<file path="config.mk">
export PLATFORM = sky130hd
export DESIGN_NAME = tmo_irq_regs
export DESIGN_NICKNAME = d
export VERILOG_FILES = /design/src/rtl/tmo_irq_pkg.sv /design/src/rtl/tmo_irq_ctrl.sv /design/src/rtl/tmo_irq_dpath.sv /design/src/rtl/tmo_irq_regs.sv
export SDC_FILE = /design/constraint.sdc
export NUM_CORES = 1
export LEC_CHECK = 0
export BUFFER_PORTS_ARGS = -buffer_cell sky130_fd_sc_hd__buf_2
export CORE_MARGIN = 4
export CORE_UTILIZATION = 27
export DETAILED_ROUTE_END_ITERATION = 16
export HOLD_SLACK_MARGIN = 0.06
export PLACE_DENSITY_LB_ADDON = 0.1
export SETUP_SLACK_MARGIN = 0.5
export SLEW_MARGIN = 20
export SYNTH_ARGS = -nofsm -noshare
export SYNTH_HDL_FRONTEND = slang
export SYNTH_SLANG_ARGS = --single-unit
</file>
<file path="constraint.sdc">
create_clock -name clk -period 1.8 [get_ports clk]
set_clock_uncertainty 0.1 [all_clocks]
set_input_delay 0.36 -clock clk [delete_from_list [all_inputs] [get_ports clk]]
set_output_delay 0.36 -clock clk [all_outputs]
set_load 0.01 [all_outputs]
</file>
<file path="src/rtl/tmo_irq_pkg.sv">
package tmo_irq_pkg;
  typedef enum logic [1:0] {
    SEL_RAW    = 2'd0,
    SEL_MASKED = 2'd1,
    SEL_ENSET  = 2'd2,
    SEL_ENCLR  = 2'd3
  } regSel_e;

  typedef struct packed {
    logic clrStatus;
    logic setEnable;
    logic clrEnable;
  } ctlStrobe_t;
endpackage

</file>
<file path="src/rtl/tmo_irq_ctrl.sv">
module tmo_irq_ctrl
  import tmo_irq_pkg::*;
#(
  parameter int ADDR_W = 2,
  parameter int DATA_W = 32
) (
  input  logic              clk,
  input  logic              rstN,
  input  logic [ADDR_W-1:0] regAddr,
  input  logic              regWrEn,
  input  logic [DATA_W-1:0] regWrData,
  output ctlStrobe_t        strobe,
  output regSel_e           rdSel,
  output logic              rdHit
);
  localparam int SEL_W = 2;

  logic inRange;
  logic wrOne;

  generate
    if (ADDR_W > SEL_W) begin : g_wideAddr
      assign inRange = (regAddr[ADDR_W-1:SEL_W] == '0);
    end else begin : g_narrowAddr
      assign inRange = 1'b1;
    end
  endgenerate

  assign rdSel = regSel_e'(regAddr[SEL_W-1:0]);
  assign rdHit = inRange;
  assign wrOne = regWrEn && inRange && regWrData[0];

  always_comb begin
    strobe = '0;
    if (wrOne) begin
      unique case (rdSel)
        SEL_RAW, SEL_MASKED: strobe.clrStatus = 1'b1;
        SEL_ENSET:           strobe.setEnable = 1'b1;
        SEL_ENCLR:           strobe.clrEnable = 1'b1;
      endcase
    end
  end

  // at most one action per write; a zero in bit 0 yields no action
  p_one_action_r6: assert property (@(posedge clk) disable iff (!rstN)
    $onehot0({strobe.clrStatus, strobe.setEnable, strobe.clrEnable}));
  p_zero_write_idle_r6: assert property (@(posedge clk) disable iff (!rstN)
    (!regWrData[0]) |-> (strobe == '0));
endmodule

</file>
<file path="src/rtl/tmo_irq_dpath.sv">
module tmo_irq_dpath
  import tmo_irq_pkg::*;
#(
  parameter int DATA_W = 32
) (
  input  logic              clk,
  input  logic              rstN,
  input  ctlStrobe_t        strobe,
  input  regSel_e           rdSel,
  input  logic              rdHit,
  input  logic              timeoutPulse,
  output logic [DATA_W-1:0] regRdData,
  output logic              irqOut
);
  logic rawQ;
  logic maskedQ;
  logic enQ;
  logic rdBit;

  // hardware set takes priority over a software clear
  always_ff @(posedge clk) begin
    if (!rstN) begin
      rawQ    <= 1'b0;
      maskedQ <= 1'b0;
      enQ     <= 1'b0;
    end else begin
      if (timeoutPulse)         rawQ <= 1'b1;
      else if (strobe.clrStatus) rawQ <= 1'b0;

      if (timeoutPulse && enQ)  maskedQ <= 1'b1;
      else if (strobe.clrStatus) maskedQ <= 1'b0;

      if (strobe.setEnable)      enQ <= 1'b1;
      else if (strobe.clrEnable) enQ <= 1'b0;
    end
  end

  always_comb begin
    unique case (rdSel)
      SEL_RAW:    rdBit = rawQ;
      SEL_MASKED: rdBit = maskedQ;
      SEL_ENSET:  rdBit = enQ;
      SEL_ENCLR:  rdBit = enQ;
    endcase
    if (!rdHit) rdBit = 1'b0;
  end

  assign regRdData = {{(DATA_W-1){1'b0}}, rdBit};
  assign irqOut    = maskedQ;

  p_raw_on_event_r2: assert property (@(posedge clk) disable iff (!rstN)
    timeoutPulse |=> rawQ);
  p_masked_gated_r3: assert property (@(posedge clk) disable iff (!rstN)
    (timeoutPulse && enQ) |=> maskedQ);
  p_no_masked_when_off_r3: assert property (@(posedge clk) disable iff (!rstN)
    (!enQ && !maskedQ) |=> !maskedQ);
  p_masked_needs_raw_r3: assert property (@(posedge clk) disable iff (!rstN)
    maskedQ |-> rawQ);
  p_clear_both_r4: assert property (@(posedge clk) disable iff (!rstN)
    (strobe.clrStatus && !timeoutPulse) |=> (!rawQ && !maskedQ));
  p_enable_on_r7: assert property (@(posedge clk) disable iff (!rstN)
    strobe.setEnable |=> enQ);
  p_enable_off_r8: assert property (@(posedge clk) disable iff (!rstN)
    strobe.clrEnable |=> !enQ);
endmodule

</file>
<file path="src/rtl/tmo_irq_regs.sv">
module tmo_irq_regs
  import tmo_irq_pkg::*;
#(
  parameter int ADDR_W = 2,
  parameter int DATA_W = 32
) (
  input  logic              clk,
  input  logic              rstN,
  input  logic [ADDR_W-1:0] regAddr,
  input  logic              regWrEn,
  input  logic [DATA_W-1:0] regWrData,
  output logic [DATA_W-1:0] regRdData,
  input  logic              timeoutPulse,
  output logic              irqOut
);
  ctlStrobe_t strobe;
  regSel_e    rdSel;
  logic       rdHit;

  tmo_irq_ctrl #(.ADDR_W(ADDR_W), .DATA_W(DATA_W)) u_ctrl (
    .clk(clk), .rstN(rstN), .regAddr(regAddr), .regWrEn(regWrEn),
    .regWrData(regWrData), .strobe(strobe), .rdSel(rdSel), .rdHit(rdHit)
  );

  tmo_irq_dpath #(.DATA_W(DATA_W)) u_dpath (
    .clk(clk), .rstN(rstN), .strobe(strobe), .rdSel(rdSel), .rdHit(rdHit),
    .timeoutPulse(timeoutPulse), .regRdData(regRdData), .irqOut(irqOut)
  );
endmodule

</file>
After elaboration in Yosys (flattened, before gate mapping)
Cells that the tools add are included.
{"block": "op_classes", "addsub": 0, "mul": 0, "div": 0, "n_lt_le_gt_ge": 0, "eq_ne": 3, "shifts": 0, "n_mux": 10, "bitwise_logic": 0, "n_reduce_logical": 8}
{"cell": "$mux W1", "n": 8}
{"cell": "$reduce_bool A2 Y1", "n": 3}
{"cell": "$eq A2 B2 Y1 const B", "n": 2}
{"cell": "$reduce_or A2 Y1", "n": 2}
{"cell": "$mux W3", "n": 1}
{"cell": "$pmux W1 S3", "n": 1}
{"cell": "$eq A2 B1 Y1 const B", "n": 1}
{"cell": "$logic_and A1 B1 Y1", "n": 2}
{"cell": "$logic_not A2 Y1", "n": 1}
{"block": "totals", "regBits": 3, "latchBits": 0, "mem_bits_rw": 0, "rom_bits": 0, "out_inout_bits": 33, "word_cells": 24, "n_memories": 0}

Logic depth before layout (Yosys ltp)
Gate-level depths: netlist of the first run.
{"block": "depth", "word_depth": 6, "ltp_mapped": 3, "mapped_depth_nobuf": 2}

By module
From an unflattened synthesis of the first run, not the netlist that was laid out.
{"block": "unflattened", "hier_cells": 53, "hier_area_um2": 430.4}
{"module": "tmo_irq_dpath", "instances": 1, "cells_per_inst": 46, "area_each_um2": 376.6}
{"module": "tmo_irq_ctrl", "instances": 1, "cells_per_inst": 7, "area_each_um2": 53.8}

Worst setup path before layout of the first run
No wires, ideal clock.
{"block": "synth_timing", "path_kind": "input port to output port", "startpoint": "input port regAddr[0]", "endpoint": "output port regRdData[0]", "t_arrival_ns": 0.720, "required_ns": 1.340, "path_slack_ns": 0.620, "stages": 3, "path_buffers": 1, "path_cell_list": "mux2i_1 o21ai_0 buf_4"}
{"block": "synth_between", "elab_chain_cells": 3, "word_cells_on_any_way": 6, "classes_between": "eq/ne: 3; mux: 1; reduce/logical: 2"}
{"element": "start, declared", "line": "tmo_irq_regs.sv:9", "source": "input logic [ADDR_W-1:0] regAddr,"}
{"element": "$eq A2 B2 Y1", "line": "tmo_irq_dpath.sv:39", "source": "unique case (rdSel)"}
{"element": "$reduce_or A2 Y1 (no source line)"}
{"element": "$pmux W1 S3 *", "line": "tmo_irq_dpath.sv:39"}
{"element": "end, declared", "line": "tmo_irq_regs.sv:12", "source": "output logic [DATA_W-1:0] regRdData,"}
Mark *: on every way between the ends. The rest lies on a longest branch, timed or not.

Worst setup path in the final report of the first run
{"block": "layout_timing", "startpoint": "register u_dpath.maskedQ (netlist: u_dpath.irqOut)", "endpoint": "output port regRdData[0]"}
{"block": "layout_between", "elab_chain_cells": 1}
{"element": "start, declared", "line": "tmo_irq_dpath.sv:16", "source": "logic maskedQ;"}
{"element": "start signal, assigned", "line": "tmo_irq_dpath.sv:24", "source": "maskedQ <= 1'b0;"}
{"element": "start signal, assigned", "line": "tmo_irq_dpath.sv:30", "source": "if (timeoutPulse && enQ) maskedQ <= 1'b1;"}
{"element": "start signal, assigned", "line": "tmo_irq_dpath.sv:31", "source": "else if (strobe.clrStatus) maskedQ <= 1'b0;"}
{"element": "$pmux W1 S3", "line": "tmo_irq_dpath.sv:39"}
Every way passes these cells.

==> results.md, run 1 <==
* Crit-path cells: mux2i_1 > o21ai_1 > buf_2
* Class of the worst hold path: in2reg
* Hold_buf cts at 0
* Setup Viol. Count Final at 0
* Global placer's final weighted congestion at 0.634
* Final TNS setup at 0 ns
* Die ar. at 0.00207 mm^2
* Sequential power share at 0.298
* Yosys top cell by area: buf_4
* Crit path time final at 1.35 ns
* Count of final max-slew check failures at 0
* Outcome: finished clean
* FF+latch count, synth at 3
* Yosys Warn Count at 0
* Initial antenna violation count at 0
* Final instance area at 347 um^2
* Clock Power Share at 0.482
* Power Dens Cells at 712 mW/mm^2
* Post-synth top cells: 32 x buf_4, 4 x nand2_1, 3 x dfxtp_1, 2 x o21ai_1
* Clock buffer depth at 2
* DP Area at 310 um^2
* Slowest stage cell, crit path: dfxtp_2
* Peak supply drop at 0.000176 V
* CP Capture Type: primary output
* Buffers on Ports at 8
* MaxCap Viol Count at 0
* Clock transition at path regs at 0.04 ns
* Crit path kind: reg2out
* Die width at 45.5 um
* Switching Share at 0.322
* Hpwl dp at 485 um
* Final WL at 591 um
* Rows at 13
* Fin crit share at 0.748
* Arrival time worst endpoint at 0.89 ns
* Async set or reset register ratio after synthesis at 0
* CORE AREA at 0.00132 mm^2
* Post-synthesis cell area at 379 um^2
* Number of fill cells at 165
* Syn-to-layout area delta at -8.58%
* Largest net degree at the start of global routing at 6
* Clock latency on the worst-skew pair at 0.23 ns
* Critical path fanouts, max at 2
* Top cell type's share of synthesized area at 0.634
* Sink Count at 3
* Detailed Route Iter0 Violations at 2
* Mapped Avg Cell Area at 7.74 um^2
* Count leader, synth: buf_4
* Number of flops mapped to enable cells by yosys at 0
* 1st-pass router iterations at 2
* ANT nets after route at 0
* Drc violations at 0
* Sequential share of the synthesized area at 0.158
* Die Y-Extent at 45.5 um
* Req. time, crit path at 1.34 ns
* Int Power at 167 uW
* Switching Power at 79.4 uW
* Layout cells sized above 1 at 0.233
* Post-DR wirelength/cell at 7.88 um
* Vias in the first global route at 175
* Worst setup SP type: register
* Cells after synthesis at 49
* Combinational share of power at 0.220
* Vias per cell at 3.12
* Layout Nets at 99
* Diodes inserted at 0
* RSZ-0062 raised after global routing: yes
* Slowest stage delay, CP at 0.31 ns
* Synth area leaders: buf_4 63%, dfxtp_1 16%, nand2_1 4.0%, mux2i_1 2.6%, o21ai_1 2.6%
* First-pass GRT wire length at 641 um
* Root Buffer: clkbuf_4
* CTS Buf Count at 3
* LEAKAGE at 0.213 nW
* Total grt overflow at 0
* Final count of hold timing violations at 0
* I/O Pins at 71
* Synth cell types at 12
* Initial Util at 0.288
* FMAX at 743 MHz
* Main synth FF type: dfxtp_1
* CTS tree: done
* H-Tree Depth at 1
* Total GRT Usage at 0.0531
* Vias at 234
[sequential cells by signal (all words and copies together) (netlist names)]
name and flops:
u_dpath.irqOut 1, u_dpath.rawQ 1, u_dpath.enQ 1
[kinds of logic (layout without fill, tap and decap cells)]
| family | after synthesis | in the layout | share of synthesized area |
|---|---|---|---|
| muxes | 1 | 1 | 0.0264 |
| DFF | 3 | 3 | 0.158 |
| other | 1 | 31 | 0.00989 |
| buffers and inverters | 32 | 13 | 0.634 |
| AOI/OAI and AO/OA | 4 | 4 | 0.0627 |
| and+or+nand+nor | 8 | 8 | 0.109 |
[metrics by stage]
step	power, mW	worst slack (ns)	instances	hold WS (ns)	utilization
final	0.247	0.454	75	0.264	0.263
after global routing	0.268	0.391	75	0.275	0.263
after CTS	0.252	0.435	75	0.259	0.262
after floorplan	0.164	0.620	79	0.328	-
after detailed placement	0.125	0.474	70	0.346	0.236
after global placement	0.126	0.472	70	0.356	0.236
[worst max-delay path, delay by kind of cell, from the launching register on]
kind                   cells  cell delay (ns)
DFF                        1             0.31
muxes                      1             0.14
AOI/OAI and AO/OA          1             0.07
buffers and inverters      1             0.13
[final timing paths]
check	startpoint	to	slack (ns)	cells past startpoint
max	u_dpath.irqOut	regRdData[0]	0.45	3
min	timeoutPulse	u_dpath.rawQ	0.26	3
max reg2reg	u_dpath.enQ	u_dpath.enQ	0.94	2
min reg2reg	u_dpath.rawQ	u_dpath.rawQ	0.36	2
[metal layers]
| metal | track usage | part of all wire |
|---|---|---|
| met3 | 0.0514 | 0.20 |
| met1 | 0.0305 | 0.27 |
| met2 | 0.0780 | 0.52 |
| met4 | 0.0702 | 0 |
| met5 | 0 | 0 |
[final cells by class]
type,count,area (um^2),share of cell area
flip-flops and latches,3,62.6,0.181
multi-input cells,44,191,0.552
clock buffers,4,26.3,0.0758
well taps,15,18.8,0.0542
repair buffers,9,47.5,0.137
[placed cells by master (no fill, tap or decap)]
master,netlist,layout
and3_1,1,1
buf_4,32,1
nand3_1,1,1
nand2_1,4,4
clkbuf_1,0,1
buf_2,0,8
o21ai_1,2,3
a31o_1,1,1
nand4_1,1,1
clkbuf_4,0,3
mux2i_1,1,1
conb_1,1,31
and3b_1,1,1
dfxtp_1,3,1
dfxtp_2,0,2
[power by group through the flow]
stage / Clock [mW] / Combinational, mW / Sequential, mW
CTS: 0.126 / 0.0528 / 0.0733
global route: 0.132 / 0.0612 / 0.0746
detailed placement: 0 / 0.0507 / 0.0744
global placement: 0 / 0.0509 / 0.0748
floorplan: 0 / 0.0893 / 0.0742
finish: 0.119 / 0.0543 / 0.0737
[timing repair]
| action | in CTS | in global routing |
|---|---|---|
| pin swaps | 1 | 1 |
| buffers inserted | 1 | 0 |
| resized for setup | 2 | 1 |
| endpoints found under the setup margin | 1 | 1 |
No activity file was read; power rests on OpenSTA's default activity.
==> inputs of run 2 (changes only) <==
--- a/config.mk
+++ b/config.mk
@@ -5,9 +5,10 @@
 export SDC_FILE = /design/constraint.sdc
 export NUM_CORES = 1
 export LEC_CHECK = 0
+export ABC_AREA = 1
 export BUFFER_PORTS_ARGS = -buffer_cell sky130_fd_sc_hd__buf_2
 export CORE_MARGIN = 4
-export CORE_UTILIZATION = 27
+export CORE_UTILIZATION = 25
 export DETAILED_ROUTE_END_ITERATION = 16
 export HOLD_SLACK_MARGIN = 0.06
 export PLACE_DENSITY_LB_ADDON = 0.1
==> constraint.sdc (replaced) <==
create_clock -name clk -period 1.3 [get_ports clk]
set_clock_uncertainty 0.1 [all_clocks]
set_input_delay 0.26 -clock clk [delete_from_list [all_inputs] [get_ports clk]]
set_output_delay 0.26 -clock clk [all_outputs]
set_load 0.01 [all_outputs]
==> run 2 against run 1 <==
  * Critical endpoint unchanged
  * Via count up 7.3%
  * Worst setup slack worse by 0.39 ns
  * Die area is 8.9% higher
  * Clock power up 41%
  * Total power rose by 43%
  * Synthesized area rose by 2.6%
  * Non-clock buffer count is 1 lower
  * Highest routed layer unchanged
==> results.md, run 2 <==
* Outcome: finished clean (unchanged)
* Switching Power at 118 uW (was 79.4 uW)
* Clock transition at path regs at 0.04 ns (about the same)
* CP delay by family, top: flip-flops (unchanged)
* Final TNS setup at 0 ns (unchanged)
* Total GRT Usage at 0.0475 (was 0.0531)
* Clock latency on the worst-skew pair at 0.24 ns (was 0.23 ns)
* Vias in the first global route at 181 (was 175)
* Rows at 13 (unchanged)
* Count leader, synth: buf_4 (unchanged)
* Critical path fanouts, max at 2 (unchanged)
* Post-layout util at 0.267 (was 0.263)
* Mapped Avg Cell Area at 7.07 um^2 (was 7.74 um^2)
* Syn-to-layout area delta at -5.14% (was -8.58%)
* Total power at 352 uW (was 247 uW)
* Crit path kind: reg2out (unchanged)
* FMAX at 812 MHz
* Cells after synthesis at 55 (was 49)
* Vias at 251 (was 234)
* Total grt overflow at 0 (unchanged)
* Setup Viol. Count Final at 0 (unchanged)
* LEAKAGE at 0.227 nW (was 0.213 nW)
* Vias per cell at 3.14 (was 3.12)
* CORE AREA at 0.00138 mm^2 (was 0.00132 mm^2)
* FF+latch count, synth at 3 (unchanged)
* Buf/Inv on CP at 2 (was 1)
* Yosys Warn Count at 0 (unchanged)
* Layout Nets at 104 (was 99)
* Fin crit share at 0.947
* Crit path time final at 1.23 ns
* Clock buffer depth at 2 (unchanged)
* Crit-path cells: inv_2 > o22ai_2 > buf_2 (was mux2i_1 > o21ai_1 > buf_2)
* Largest net degree at the start of global routing at 4 (was 6)
* Drc violations at 0 (unchanged)
* Power Dens Cells at 954 mW/mm^2 (was 712 mW/mm^2)
* Class of the worst hold path: in2reg (unchanged)
* H-Tree Depth at 1 (unchanged)
* RSZ-0062 raised after global routing: yes (unchanged)
* Post-synth top cells: 32 x buf_4, 5 x inv_1, 5 x nand2_1, 3 x dfxtp_1, 3 x nor2_1 (was 32 x buf_4, 4 x nand2_1, 3 x dfxtp_1, 2 x o21ai_1)
* Initial antenna violation count at 0 (unchanged)
* Detailed Route Iter0 Violations at 1 (was 2)
* Hpwl dp at 526 um (was 485 um)
* Die ar. at 0.00225 mm^2 (was 0.00207 mm^2)
* R2r setup slk at 0.58 ns (was 0.94 ns)
* Global placer's final weighted congestion at 0.659 (was 0.634)
* Initial Util at 0.281 (was 0.288)
* Hold_buf cts at 0 (unchanged)
* Diodes inserted at 0 (unchanged)
* Count of final max-slew check failures at 0 (unchanged)
* Top cell type's share of synthesized area at 0.617 (was 0.634)
* Root Buffer: clkbuf_4 (unchanged)
* Synth cell types at 11 (was 12)
* Slowest stage delay, CP at 0.32 ns (was 0.31 ns)
* Sink Count at 3 (unchanged)
* Number of flops mapped to enable cells by yosys at 0 (unchanged)
* Post-DR wirelength/cell at 7.35 um (was 7.88 um)
* Clock Power Share at 0.477 (was 0.482)
* Sequential power share at 0.290 (was 0.298)
* Post-synthesis cell area at 389 um^2 (was 379 um^2)
* Combinational share of power at 0.233 (was 0.220)
* Switching Share at 0.336 (was 0.322)
* MaxCap Viol Count at 0 (unchanged)
* ANT nets after route at 0 (unchanged)
* Layout cells sized above 1 at 0.308 (was 0.233)
* Sequential share of the synthesized area at 0.154 (was 0.158)
* Final WL at 588 um (was 591 um)
* Commonest non-fill, non-tap cell in the layout: conb_1 (unchanged)
* Buffers on Ports at 8 (unchanged)
* Int Power at 234 uW (was 167 uW)
* Yosys top cell by area: buf_4 (unchanged)
* Final count of hold timing violations at 0 (unchanged)
* Async set or reset register ratio after synthesis at 0 (unchanged)
* Main synth FF type: dfxtp_1 (unchanged)
* Slowest stage cell, crit path: dfxtp_2 (unchanged)
* CTS Buf Count at 3 (unchanged)
* Worst setup SP type: register (unchanged)
* Synth area leaders: buf_4 62%, dfxtp_1 15%, inv_1 4.8%, nand2_1 4.8%, nor2_1 2.9% (was buf_4 63%, dfxtp_1 16%, nand2_1 4.0%, mux2i_1 2.6%, o21ai_1 2.6%)
* CP Capture Type: primary output (unchanged)
* I/O Pins at 71 (unchanged)
* Peak supply drop at 0.000330 V (was 0.000176 V)
* Die Y-Extent at 47.5 um (was 45.5 um)
* Die width at 47.5 um (was 45.5 um)
* Arrival time worst endpoint at 0.87 ns (was 0.89 ns)
* 1st-pass router iterations at 2 (unchanged)
* First-pass GRT wire length at 655 um (was 641 um)
* Most frequent cells in the layout: 31 x conb_1, 7 x buf_2, 5 x nand2_1 (was 31 x conb_1, 8 x buf_2, 4 x nand2_1, 3 x o21ai_1, 3 x clkbuf_4)
* CTS tree: done (unchanged)
* Req. time, crit path at 0.94 ns (was 1.34 ns)
## run 2: cell types whose count changed in the layout (fill, tap and decap cells not counted), sizes merged, moves of 2 or more
cell / change
inv: +5
nor2: +3
a21oi: +2
o21ai: -2
## run 2: path summary, 6_finish.rpt
| path | from | to | cells past startpoint |
|---|---|---|---|
| worst max-delay path | u_dpath.enQ | regRdData[0] | 3 |
| worst min-delay path | rstN | u_dpath.enQ | 3 |
| worst max register to register | u_dpath.enQ | u_dpath.enQ | 4 |
| worst min register to register | u_dpath.rawQ | u_dpath.rawQ | 2 |
## run 2: cells by family after synthesis
kind of cell	synth area share
AOI/OAI and AO/OA	0.0547
buffers and inverters	0.666
DFF	0.154
other	0.00964
and+or+nand+nor	0.116
## run 2: layer usage
layer  vias to the layer above  part of all wire  track usage
li1                        122                 -            -
met1                       102              0.33       0.0517
met2                        27              0.43       0.0561
met3                         0              0.24       0.0338
met4                         0                 0       0.0497
met5                         -                 0            0
## run 2: per-stage QoR
| stage | cells | worst slack [ns] | hold slack [ns] | instance area, um^2 |
|---|---|---|---|---|
| final | 80 | 0.0689 | 0.162 | 369 |
| after global routing | 80 | 0.0213 | 0.163 | 369 |
| after CTS | 80 | 0.0333 | 0.154 | 369 |
| after detailed placement | 76 | 0.160 | 0.354 | 323 |
| after global placement | 76 | 0.168 | 0.366 | 323 |
| after floorplan | 85 | 0.327 | 0.273 | 504 |
## run 2: final cells by class
type / count / area (um^2)
tap: 15 / 18.8
sequential: 3 / 63.8
inverter: 5 / 18.8
clock buffer: 4 / 26.3
fill: 164 / 1010
timing repair buffer: 8 / 46.3
multi-input combinational: 45 / 195
## run 2: worst register-to-register path: cells and delay by family, from the launching register on
kind	cells	cell delay, ns
DFF	1	0.31
and+or+nand+nor	3	0.14
buffers and inverters	1	0.06
## run 2: power groups by stage
stage	Combinational, mW	Sequential (mW)	Clock [mW]
after floorplan	0.129	0.102	0
after global placement	0.0745	0.103	0
after detailed placement	0.0745	0.103	0
after CTS	0.0799	0.102	0.176
after global routing	0.0933	0.103	0.184
final	0.0820	0.102	0.168
## run 2: repair_timing
action                     4_1_cts  5_1_grt
setup endpoints to repair        2        2
buffers inserted                 0        0
resized for setup                5        0
pin swaps                        2        3
cloned                           0        0
